==> src/rtl/byte_serializer_pkg.sv <==
package byte_serializer_pkg;
  localparam int DEF_CH = 4;
  localparam int DEF_W  = 8;

  typedef struct packed {
    logic first;
    logic valid;
  } frame_flags_t;
endpackage

==> src/rtl/slot_timer.sv <==
module slot_timer #(
  parameter int NUM_CH = 4
) (
  input  logic clk,
  input  logic rst,
  output logic stb
);
  localparam int CW = (NUM_CH > 1) ? $clog2(NUM_CH) : 1;
  localparam logic [CW-1:0] LAST = CW'(NUM_CH - 1);

  logic [CW-1:0] cnt_q;

  always_ff @(posedge clk) begin
    if (rst)               cnt_q <= '0;
    else if (cnt_q == LAST) cnt_q <= '0;
    else                   cnt_q <= cnt_q + 1'b1;
  end

  assign stb = (cnt_q == LAST);

  assert_stb_gap_R2: assert property (@(posedge clk) disable iff (rst)
    stb |=> !stb);
  assert_stb_period_R2: assert property (@(posedge clk) disable iff (rst)
    stb |-> ##4 stb);
endmodule

==> src/rtl/capture_reg.sv <==
module capture_reg #(
  parameter int NUM_CH = 4,
  parameter int DATA_W = 8
) (
  input  logic                     clk,
  input  logic                     rst,
  input  logic                     stb,
  input  logic [NUM_CH*DATA_W-1:0] din,
  output logic [NUM_CH*DATA_W-1:0] word_q
);
  always_ff @(posedge clk) begin
    if (rst)      word_q <= '0;
    else if (stb) word_q <= din;
  end

  assert_hold_R8: assert property (@(posedge clk) disable iff (rst)
    !$past(stb) |-> $stable(word_q));
endmodule

==> src/rtl/lane_shift.sv <==
module lane_shift #(
  parameter int DEPTH = 4
) (
  input  logic             clk,
  input  logic             rst,
  input  logic             load,
  input  logic [DEPTH-1:0] par_in,
  output logic             bit_out
);
  logic [DEPTH-1:0] sr_q;

  always_ff @(posedge clk) begin
    if (rst)       sr_q <= '0;
    else if (load) sr_q <= par_in;
    else           sr_q <= {1'b0, sr_q[DEPTH-1:1]};
  end

  assign bit_out = sr_q[0];

  assert_slot0_R1: assert property (@(posedge clk) disable iff (rst)
    load |=> (bit_out == $past(par_in[0])));
endmodule

==> src/rtl/frame_flags.sv <==
module frame_flags
  import byte_serializer_pkg::*;
(
  input  logic         clk,
  input  logic         rst,
  input  logic         stb,
  output frame_flags_t flags_q
);
  logic armed_q;

  always_ff @(posedge clk) begin
    if (rst) begin
      armed_q <= 1'b0;
      flags_q <= '0;
    end else begin
      if (stb) armed_q <= 1'b1;
      flags_q.first <= stb && armed_q;
      if (stb && armed_q) flags_q.valid <= 1'b1;
    end
  end

  assert_valid_sticky_R6: assert property (@(posedge clk) disable iff (rst)
    flags_q.valid |=> flags_q.valid);
  assert_sof_single_R5: assert property (@(posedge clk) disable iff (rst)
    flags_q.first |=> !flags_q.first);
  assert_sof_valid_R5: assert property (@(posedge clk) disable iff (rst)
    flags_q.first |-> flags_q.valid);
endmodule

==> src/rtl/byte_serializer.sv <==
module byte_serializer
  import byte_serializer_pkg::*;
#(
  parameter int NUM_CH = DEF_CH,
  parameter int DATA_W = DEF_W
) (
  input  logic                     clk,
  input  logic                     rst,
  input  logic [NUM_CH*DATA_W-1:0] ch_in,
  output logic                     load_stb,
  output logic [DATA_W-1:0]        ser_data,
  output logic                     sof,
  output logic                     ser_valid
);
  localparam int WORD_W = NUM_CH * DATA_W;

  logic [WORD_W-1:0] word_q;
  frame_flags_t      flags;
  logic              stb;

  slot_timer #(.NUM_CH(NUM_CH)) u_timer (
    .clk(clk), .rst(rst), .stb(stb)
  );

  capture_reg #(.NUM_CH(NUM_CH), .DATA_W(DATA_W)) u_cap (
    .clk(clk), .rst(rst), .stb(stb), .din(ch_in), .word_q(word_q)
  );

  for (genvar b = 0; b < DATA_W; b++) begin : g_lane
    logic [NUM_CH-1:0] lane_bits;
    for (genvar c = 0; c < NUM_CH; c++) begin : g_ch
      assign lane_bits[c] = word_q[c*DATA_W + b];
    end
    lane_shift #(.DEPTH(NUM_CH)) u_lane (
      .clk(clk), .rst(rst), .load(stb),
      .par_in(lane_bits), .bit_out(ser_data[b])
    );
  end

  frame_flags u_flags (
    .clk(clk), .rst(rst), .stb(stb), .flags_q(flags)
  );

  assign load_stb  = stb;
  assign sof       = flags.first;
  assign ser_valid = flags.valid;

  assert_sof_after_stb_R5: assert property (@(posedge clk) disable iff (rst)
    sof |-> $past(load_stb));
  assert_idle_zero_R7: assert property (@(posedge clk) disable iff (rst)
    !ser_valid |-> (ser_data == '0));
endmodule

==> config.mk <==
export PLATFORM = sky130hd
export DESIGN_NAME = byte_serializer
export DESIGN_NICKNAME = d
export VERILOG_FILES = /design/src/rtl/byte_serializer_pkg.sv /design/src/rtl/slot_timer.sv /design/src/rtl/capture_reg.sv /design/src/rtl/lane_shift.sv /design/src/rtl/frame_flags.sv /design/src/rtl/byte_serializer.sv
export SDC_FILE = /design/constraint.sdc
export NUM_CORES = 1
export LEC_CHECK = 0
export BUFFER_PORTS_ARGS = -buffer_cell sky130_fd_sc_hd__buf_2
export CAP_MARGIN = 20
export CELL_PAD_IN_SITES_DETAIL_PLACEMENT = 2
export CELL_PAD_IN_SITES_GLOBAL_PLACEMENT = 2
export CORE_ASPECT_RATIO = 1.75
export CORE_MARGIN = 8
export CORE_UTILIZATION = 35
export DETAILED_ROUTE_END_ITERATION = 16
export PLACE_DENSITY = 0.81
export REMOVE_ABC_BUFFERS = 1
export SLEW_MARGIN = 10
export SYNTH_ARGS = -nofsm -noshare
export SYNTH_HDL_FRONTEND = slang
export SYNTH_SLANG_ARGS = --single-unit
==> constraint.sdc <==
create_clock -name clk -period 1.3 [get_ports clk]
set_input_delay 0.195 -clock clk [delete_from_list [all_inputs] [get_ports clk]]
set_output_delay 0.195 -clock clk [all_outputs]
set_load 0.01 [all_outputs]
==> run summary <==
The logs give 45 for the number of top-level pins and 1.11 ns for the required time reported for the critical path endpoint. Startpoint-to-endpoint class of the critical path: flip-flop to output pin. The library cell used as clock root buffer is sky130_fd_sc_hd__clkbuf_16. The tool flagged a number of max-cap violations equal to 0. Compared with the post-synthesis result, the final layout area differs by 24.1%.

Summed over all nets, the half-perimeter wirelength after detailed placement is 3830 um. The number of synthesized register bits works out to 69. Counting every sink on the clock net gives 69. For the overall die area, the log shows 0.0102 mm2.

In this run the cell area of the synthesized design comes to 0.00249 mm2. The count of cell types in the netlist was 14. For this run, the number of Yosys warnings is 0.

The share of the cycle needed by the critical path after routing was 0.958. The run gives 0.00493 ns as the final clock skew. The post-synthesis instance total came out at 221. The number of global-route vias before repair is 1973. The number of vias in the routed layout is 1648. The share of the synthesized area in the top cell type is 0.554. Among all stages on the critical path, the largest delay is contributed by sky130_fd_sc_hd__dfxtp_4. For the total CTS buffers, the log shows 9.

After clock tree synthesis, the clock-pin slew on the worst setup and hold paths is 0.05 ns. In the post-synthesis netlist, the biggest area contributors are sky130_fd_sc_hd__dfxtp_1, sky130_fd_sc_hd__mux2i_1, sky130_fd_sc_hd__nor2_1, sky130_fd_sc_hd__buf_12, sky130_fd_sc_hd__buf_4. The die boundary height came out at 128 um. The final core area utilization came out at 0.448. The tools report the sequential area share after synthesis as 0.554. Static timing analysis puts the maximum clock frequency at 803 MHz.

The flow ran to the end, and the final reports show no timing, DRC or antenna violations. The final critical path time including I/O delays and setup was 1.25 ns. For this design the static power due to leakage is 0.00122 uW.

STA classifies the critical path startpoint as a flip-flop. At the worst endpoint, the arrival time is 1.05 ns. The min-delay analysis places its worst path in the category primary input to flip-flop. The number of buffer and inverter instances along the worst setup path was 1; the number of diodes was 0.

The core region is 0.00691 mm2. The first detailed-routing pass took 2 iterations. The initial antenna violation count was 0. The post-layout total power is 5060 uW, and the fraction of final layout cells sized beyond drive strength 1 is 0.279. In the layout the commonest cells are sky130_fd_sc_hd__dfxtp_1, sky130_fd_sc_hd__nor2_1, sky130_fd_sc_hd__mux2i_1.

Kind of cell with the highest combined delay on the critical path: flip-flops. Final-report max-slew violation count: 0. Dividing the synthesized area by the synthesized cell count gives 11.3 um2. The wire length of the first global-routing pass was 9740 um; the initial cell density of the core was 0.361. After detailed placement, the total cell area comes to 0.00273 mm2.

The critical path goes through ha_4, buf_6. The initialized floorplan defines 40 standard-cell rows. TritonCTS built the clock tree. The worst setup path is captured at an output pin. DRC marker count from the first detailed-route iteration: 42. In the routed layout, each cell is associated on average with a via count of 4.67. Setup repair after global routing left no endpoint under its margin. With fillers left out, the area of the finished cells amounts to 0.00309 mm2.

Entering global routing, the biggest net connects 31 pins. The maximum VDD drop was 1.68 mV; the remaining design rule violation count was 0. For the headroom to the max-slew limit, the log shows 0.780.

For this run, the slowest stage of the critical path takes 0.38 ns. The logs give 5850 um for the total wirelength of the detailed-routed design and 0.0932 ns for the tightest hold margin. The tools report the final number of hold-violating endpoints as 0. The CTS H-tree depth is 3.

Summed over all layers, the global routing overflow is 0. The maximum fanout count along the critical path works out to 5. Leading cell type in the layout, fill and taps excluded: sky130_fd_sc_hd__dfxtp_1. The global router's overall resource usage was 0.129; the number of routed nets with antenna violations was 0.

The quantity of I/O buffers inserted on ports is 44. At the pin with the least slew margin, the transition time is 0.330 ns. Counting along the longest clock path gives a buffer depth of 2. For the latest clock arrival within the worst-skew pair, the log shows 0.33 ns. Of all cell types, the one taking the most synthesized area is sky130_fd_sc_hd__dfxtp_1.

The last weighted congestion value of the routability-driven placer is 0.642, and the horizontal die dimension is 79.8 um. Setup violations remaining at the end of the flow were counted as 0. The average wire per cell in the routed design is 16.6 um, and the final-stage net count is 300. The power density of the placed cells came out at 1640 mW/mm2.
-- final timing paths --
path	start	endpoint	slack (ns)	depth (start not counted)
setup reg to reg	u_timer.cnt_q[0]$_SDFF_PP0_	g_lane[6].u_lane.sr_q[2]$_SDFF_PP0_	0.07	4
hold reg to reg	u_cap.word_q[27]$_SDFFE_PP0N_	g_lane[3].u_lane.sr_q[3]$_SDFF_PP0_	0.46	1
setup / recovery	u_timer.cnt_q[0]$_SDFF_PP0_	load_stb	0.05	2
hold / removal	ch_in[25]	u_cap.word_q[25]$_SDFFE_PP0N_	0.09	3
-- stage by stage --
stage	setup TNS, ns	std cells	setup WS (ns)
2_1_floorplan	-41.99	199	-0.807
3_3_place_gp	0	335	0.118
3_5_place_dp	0	335	0.0450
4_1_cts	0	354	0.00932
5_1_grt	0	353	0.0103
6_report	0	353	0.0540
-- area by class of cell --
| class | count | area, um2 |
|---|---|---|
| Clock buffer | 12 | 267 |
| Clock inverter | 4 | 45.0 |
| Multi-Input combinational cell | 130 | 920 |
| Sequential cell | 69 | 1390 |
| Tap cell | 84 | 105 |
| Timing Repair Buffer | 54 | 372 |
| Fill cell | 728 | 3810 |
-- Yosys cell counts (all sizes together) --
cell,instances
a21oi,1
and2,9
buf,19
clkbuf,3
dfxtp,69
ha,2
mux2i,56
nor2,59
nor2b,1
nor3,1
nor3b,1
-- sequential cells by signal, summed over array words and instances, names as in the netlist --
| register | cells |
|---|---|
| u_timer.cnt_q | 2 |
| g_lane.u_lane.sr_q | 32 |
| u_flags.armed_q | 1 |
| u_cap.word_q | 32 |
| u_flags.flags_q | 2 |
-- cell families (layout without fill, tap and decap cells) --
kind of cell	count (synthesis)	after routing	share of synthesized area
buffers and inverters	22	70	0.0868
adder cells (fa/ha/maj)	2	2	0.0100
flip-flops	69	69	0.554
AND/OR/NAND/NOR	71	71	0.122
multiplexers	56	56	0.225
AO/OA/AOI/OAI	1	1	0.00201
-- tightest hold or removal path, stage by stage --
cell,delay [ns]
sky130_fd_sc_hd__buf_2,0.07
sky130_fd_sc_hd__mux2i_1,0.05
sky130_fd_sc_hd__nor2_1,0.07
-- what timing repair did --
item	4_1_cts	5_1_grt
setup buffers	2	0
cloned	1	0
gates resized for setup	4	3
pin swaps	1	1
hold buffers	0	0
setup endpoints to repair	1	7
-- layer usage --
layer | track usage | up-vias | share of wire
met5 | 0 | - | 0
met4 | 0.0797 | 0 | 0.026
met3 | 0.0456 | 10 | 0.040
met2 | 0.236 | 30 | 0.57
met1 | 0.114 | 813 | 0.36
li1 | - | 795 | -
-- power by group --
part | switching, uW | total, uW | internal [uW]
registers | 37.0 | 2210 | 2170
clock network | 864 | 2490 | 1630
logic | 173 | 361 | 187
total | 1070 | 5060 | 3990
(Power assumes the default switching activity.)
